File: src/rtl/sd_clk_gate.sv
module sd_clk_gate #(
  parameter int LW = 5,
  parameter int CW = 8
) (
  input  logic          clk,
  input  logic          rst_n,
  input  logic [LW-1:0] rx_level,
  input  logic [LW-1:0] rx_thresh,
  input  logic [LW-1:0] tx_level,
  input  logic          rd_dir,
  input  logic          xfer_active,
  input  logic          tuning,
  input  logic          cnt_clear,
  output logic          clk_en,
  output logic          edge_stb,
  output logic [CW-1:0] gate_count
);
  localparam logic [CW-1:0] CNT_MAX = {CW{1'b1}};

  logic [1:0]    tune_pos;
  logic          en_q;
  logic [CW-1:0] gcnt;

  wire rx_stall = rd_dir  && (rx_level >= rx_thresh);
  wire tx_stall = !rd_dir && (tx_level == '0);
  wire pass     = tuning ? (tune_pos != 2'd3)
                         : !(xfer_active && (rx_stall || tx_stall));

  always_ff @(negedge clk or negedge rst_n)
    if (!rst_n) en_q <= 1'b1;
    else        en_q <= pass;

  always_ff @(posedge clk or negedge rst_n)
    if (!rst_n)      tune_pos <= 2'd0;
    else if (tuning) tune_pos <= tune_pos + 2'd1;
    else             tune_pos <= 2'd0;

  always_ff @(posedge clk or negedge rst_n)
    if (!rst_n)                      gcnt <= '0;
    else if (cnt_clear)              gcnt <= '0;
    else if (!en_q && gcnt != CNT_MAX) gcnt <= gcnt + 1'b1;

  assign clk_en     = en_q;
  assign edge_stb   = en_q;
  assign gate_count = gcnt;
endmodule


File: config.mk
export PLATFORM = sky130hd
export DESIGN_NAME = sd_clk_gate
export DESIGN_NICKNAME = d
export VERILOG_FILES = /design/src/rtl/sd_clk_gate.sv
export SDC_FILE = /design/constraint.sdc
export NUM_CORES = 1
export LEC_CHECK = 0
export ABC_CLOCK_PERIOD_IN_PS = 2600
export BUFFER_PORTS_ARGS = -buffer_cell sky130_fd_sc_hd__buf_2
export CORE_AREA = 2 2 42 44
export DETAILED_ROUTE_END_ITERATION = 10
export DIE_AREA = 0 0 44 46
export PLACE_DENSITY_LB_ADDON = 0.2
export SETUP_SLACK_MARGIN = 0.05
export SLEW_MARGIN = 40
export SYNTH_ARGS = -nofsm -noshare
export SYNTH_HDL_FRONTEND = slang
export SYNTH_SLANG_ARGS = --single-unit
File: constraint.sdc
create_clock -name clk -period 2.6 [get_ports clk]
set_input_delay 0.52 -clock clk [delete_from_list [all_inputs] [get_ports clk]]
set_output_delay 0.52 -clock clk [all_outputs]
set_load 0.005 [all_outputs]
==> results of run 1 <==
-- synth_stat cells --
cell type   n  share of area, %
a21oi_1     4               2.9
buf_1       1              0.54
a211oi_1    3               3.2
nor3b_1     1               1.1
o21ai_0     2               1.4
mux2i_1     1               1.4
nand3_1     4               2.9
nand3b_1    1               1.1
a31oi_1     1              0.90
inv_1       8               4.3
dfrtp_1    10                36
nand2_1     5               2.7
and3_1      1              0.90
nand4b_1    1               1.3
and2_1      1              0.90
nand2b_1    2               1.8
ha_1        7                13
a31oi_2     1               1.8
and2b_1     1               1.1
nor3_1      5               3.6
a311oi_2    1               2.1
nor2b_1     2               1.8
nor2_1      7               3.8
xnor2_1     3               3.8
and3_4      1               1.6
dfstp_2     1               3.8
buf_4       1               1.1
-- registers in the layout (all words and copies together), names as in the netlist --
| register | count |
|---|---|
| tune_pos | 2 |
| gate_count | 8 |
| clk_en | 1 |
-- power by group through the flow --
stage	logic, mW	registers (mW)	clock network [mW]
after floorplan	0.0254	0.184	0.00481
after global placement	0.0491	0.184	0.00481
after detailed placement	0.0501	0.184	0.00481
after CTS	0.0522	0.181	0.123
after global routing	0.0600	0.181	0.129
final	0.0506	0.180	0.117
-- per-stage QoR --
step	instances	utilization, %
after floorplan	76	-
after global placement	121	53.2
after detailed placement	121	53.2
after CTS	126	56.3
after global routing	126	56.6
final	126	56.6
-- final cells by class --
type	instances	area (µm²)
clock inverter	2	7.51
inverter	7	26.3
clock buffer	3	22.5
fill	161	701
tap	17	21.3
timing repair buffer	31	158
multi-input combinational	55	402
sequential	11	277
-- how the worst max path moves through the flow --
stage             end  slack (ps)  cells past startpoint
6_report       clk_en        -170                      1
4_1_cts        clk_en        -190                      1
3_5_place_dp   clk_en         -60                      7
3_3_place_gp   clk_en         -40                      7
5_1_grt        clk_en        -210                      1
2_1_floorplan  clk_en          70                      6
-- kinds of logic after synthesis --
| logic type | count (synthesis) | share of synthesized area (%) |
|---|---|---|
| compound gates | 12 | 12.4 |
| mux | 1 | 1.43 |
| buf+inv | 10 | 5.91 |
| simple gates | 32 | 24.4 |
| flops | 11 | 39.6 |
| xor+xnor | 3 | 3.76 |
| fa+ha+maj | 7 | 12.5 |
-- per-layer routing --
layer	share of wire (%)	global-route usage, %	vias to the layer above
met5	0	0	-
met4	2.6	10.9	0
met3	8.2	6.75	4
met2	47	25.9	21
met1	42	16.6	284
li1	-	-	326
-- repair_timing --
| action | CTS | global route |
|---|---|---|
| gates cloned | 0 | 0 |
| buffers inserted | 1 | 0 |
| setup endpoints to repair | 5 | 8 |
| pin swaps | 7 | 0 |
| resized for setup | 4 | 1 |
| hold endpoints to repair | 0 | 0 |
==> impl_metrics.ini, run 1 <==
[synthesis]
avgSynthCellArea_um2 = 9.19
synth_nets = 104
synthDistinctLibCells = 27
synth.cell_area_um2 = 698
synth-seq-area-share_pct = 39.6
synth_cells = 76
synth_warnings = 0
ys_ff_latch = 11

[floorplanning]
start_util_pct = 43.3
dieArea_mm2 = 0.00202
boundaryPins = 31
num_rows = 15
chipWidth_um = 44
dieHeight_um = 46
coreArea_mm2 = 0.00161

[power_and_ir_drop]
p_seq_share_pct = 51.8
leakage_nw = 0.462
intPower_mw = 0.262
p_clk_share_pct = 33.6
power_frac_comb_pct = 14.5
switchingPower_mw = 0.0858
p_per_area_mw_per_mm2 = 381
power_mw = 0.348
switching_share_pct = 24.6
max-vdd-ir-drop_v = 0.000313

[placement]
dp.final_hpwl_um = 1070
dpl_cell_area_um2 = 858
gp_congestion = 0.734
place_ws_ps = -64.9
io_buffers = 30

[critical_path]
criticalPathCategory = register to output pin
slowest_delay_ps = 520
path_cells = buf_2
r2r_end = gate_count[3]
rrSetupSlack_ps = -40
cp-end-kind = output pin
reg2reg_depth = 5
critPathArrivalTime_ps = 2250
worstSetupStartpoint = clk_en
crit_buf_inv = 1
worstPathMaxFanout = 3
slowest_stage = dfstp_2
startpoint_type = register
worstReg2RegStart = clk_en
worstPathRequired_ps = 2080
crit_family = flip-flops

[status]
violations = setup timing
status = finished, violations left

[sta]
hold_viol = 0
setup_tns_ps = -422
finClkSkew_ps = 56.5
max_slew_margin_pct = 83.6
rsz0062_at_grt = yes
setup_viol = 5
final_max_slew_viol_count = 0
layout_setup_ws_ps = -174
tightestPinTransition_ps = 246
holdWs_ps = 102

[final_layout]
syn_to_final_growth_pct = 30.8
final_area_um2 = 913
layout.cells.most_common_list = 30 x buf_2, 10 x dfrtp_1, 9 x inv_1
drive_above_1_share_pct = 39.4
layout_commonest_cell = buf_2
diodes = 0
nNetsFinal = 138

[grt]
grt_max_degree = 12
grt_use_total_pct = 15.9
grt_pass1_vias = 544
grt_first_pass_wirelength_um = 2210
antenna_found_initial = 0
overflow = 0

[clocking]
tritoncts = built
cts_buffer_depth = 2
cts_buffers = 3
hold_buffers = 0
insertion_delay_ps = 330
htree_levels = 1
clkSinkCount = 11
root_buffer = clkbuf_4
clk_pin_slew_ps = 70

[routing]
drtIter0Drc = 6
drt-pass1-iter-count = 4
final_antenna_net_count = 0
drc_errors = 0
via_per_inst = 5.04
wl_um = 1300
vias = 635
wire_per_inst_um = 10.3

[flow_run]
cap_violations = 0

[hold_path]
hold_path_class = primary input to async pin
No activity file was read; power rests on OpenSTA's default activity.
==> run 2: changes to the inputs <==
--- a/config.mk
+++ b/config.mk
@@ -10,6 +10,7 @@
 export CORE_AREA = 2 2 42 44
 export DETAILED_ROUTE_END_ITERATION = 10
 export DIE_AREA = 0 0 44 46
+export HOLD_SLACK_MARGIN = 0.1
 export PLACE_DENSITY_LB_ADDON = 0.2
 export SETUP_SLACK_MARGIN = 0.05
 export SLEW_MARGIN = 40
==> constraint.sdc (replaced) <==
create_clock -name clk -period 2.6 [get_ports clk]
set_input_delay 0.13 -clock clk [delete_from_list [all_inputs] [get_ports clk]]
set_output_delay 0.13 -clock clk [all_outputs]
set_load 0.005 [all_outputs]
==> run 2 against run 1 <==
The flow now finishes without violations. Wire length is 16% higher. First-iteration DRC count down 17%. Die area unchanged. Clock-buffer cell count up 1. Total power increased by 3.7%. Combinational power increased by 4%. Largest power group unchanged. Largest cell class unchanged. Final cell count grew 1.6%.
==> impl_metrics.ini, run 2 (synthesis gave the netlist of run 1 again) <==
[status]
status = finished, final reports clean

[critical_path]
worstPathMaxFanout = 5
critPathArrivalTime_ps = 2740
worstPathRequired_ps = 2760
slowest_stage = dfstp_2
criticalPathCategory = register to register
path_cells = and2b_2 > a31oi_1 > nor3_2
startpoint_type = register
slowest_delay_ps = 550
cp-end-kind = register

[clocking]
cts_buffers = 3
clkSinkCount = 11
insertion_delay_ps = 340
cts_buffer_depth = 2
root_buffer = clkbuf_4
tritoncts = built
htree_levels = 1
clk_pin_slew_ps = 70

[power_and_ir_drop]
max-vdd-ir-drop_v = 0.000392
leakage_nw = 0.467
power_mw = 0.361
p_per_area_mw_per_mm2 = 380

[grt]
grtUsageMet2_pct = 30.0
grtUsageMet1_pct = 21.7
busiest_layer = met2
grt_pass1_vias = 614
grt_use_total_pct = 17.6
overflow = 0
met3_usage_pct = 4.76
grt_first_pass_wirelength_um = 2550
antenna_found_initial = 0
grt_max_degree = 12

[final_layout]
drive_above_1_share_pct = 43.2
layout_commonest_cell = buf_2
final_area_um2 = 951
fillCellCount = 149
syn_to_final_growth_pct = 36.2
multiInputGateArea_um2 = 422
nNetsFinal = 140
regArea_um2 = 277
largest_register_ffs = 8
layout.cells.most_common_list = 30 x buf_2, 10 x dfrtp_1, 8 x inv_1
diodes = 0

[placement]
place_ws_ps = 54.4
dpl_cell_area_um2 = 858
gp_congestion = 0.776
dp.final_hpwl_um = 1140
io_buffers = 30

[sta]
final_max_slew_viol_count = 0
setup_viol = 0
hold_viol = 0
rsz0062_at_grt = yes
tightestPinTransition_ps = 256
setup_tns_ps = 0
finClkSkew_ps = 59.4
max_slew_margin_pct = 82.9
holdWs_ps = 99.6
layout_setup_ws_ps = 17.7

[routing]
wire_per_inst_um = 11.8
vias = 668
drtIter0Drc = 5
drt-pass1-iter-count = 4
via_per_inst = 5.22
wl_um = 1500
drc_errors = 0
final_antenna_net_count = 0

[floorplanning]
num_rows = 15
coreArea_mm2 = 0.00161
start_util_pct = 43.3
dieArea_mm2 = 0.00202
boundaryPins = 31
dieHeight_um = 46
chipWidth_um = 44

[flow_run]
cap_violations = 0

[hold_path]
hold_path_class = primary input to register
-- run 2: routing by layer --
layer / share of wire, % / vias to the layer above / wire length, µm
met4: 1.4 / 0 / 21
met3: 6.4 / 2 / 97
met2: 49 / 28 / 740
met1: 43 / 305 / 645
li1: - / 333 / -
met5: 0 / - / 0
-- run 2: repair_timing --
item / 4_1_cts / 5_1_grt
buffers inserted: 2 / 0
hold buffers: 1 / 0
pin swaps: 2 / 6
endpoints found under the setup margin: 3 / 5
hold endpoints to repair: 10 / 0
resized for setup: 6 / 3
-- run 2: through the flow --
step	util (%)	std cells
finish	58.9	128
global route	58.9	128
CTS	58.0	128
detailed placement	53.2	121
global placement	53.2	121
floorplan	-	76
-- run 2: area by class of cell --
class / instances / share of cell area, %
Multi-Input combinational cell: 55 / 44.3
Inverter: 7 / 2.76
Clock buffer: 4 / 2.76
Clock inverter: 1 / 0.395
Timing Repair Buffer: 33 / 18.4
Sequential cell: 11 / 29.1
Tap cell: 17 / 2.24
-- run 2: worst paths after layout --
path	to	slack [ps]	depth (start not counted)	start
setup / recovery	gate_count[6]	20	3	clk_en
hold / removal	tune_pos[1]	100	2	tuning
setup reg to reg	gate_count[6]	20	3	clk_en
hold reg to reg	tune_pos[0]	460	1	tune_pos[0]
max in group asynchronous	clk_en	840	2	rst_n
min in group asynchronous	gate_count[2]	240	2	rst_n
-- run 2: worst max-delay path, delay by kind of cell, from the launching register on --
family	cells	cell delay (ps)
AOI/OAI and AO/OA	1	220
DFF	1	550
and+or+nand+nor	2	340
-- run 2: where the power goes --
part | total, mW | switching, mW | internal, mW
Sequential | 0.181 | 0.00418 | 0.177
Combinational | 0.0525 | 0.0237 | 0.0287
Clock | 0.128 | 0.0659 | 0.0617
Total | 0.361 | 0.0938 | 0.267
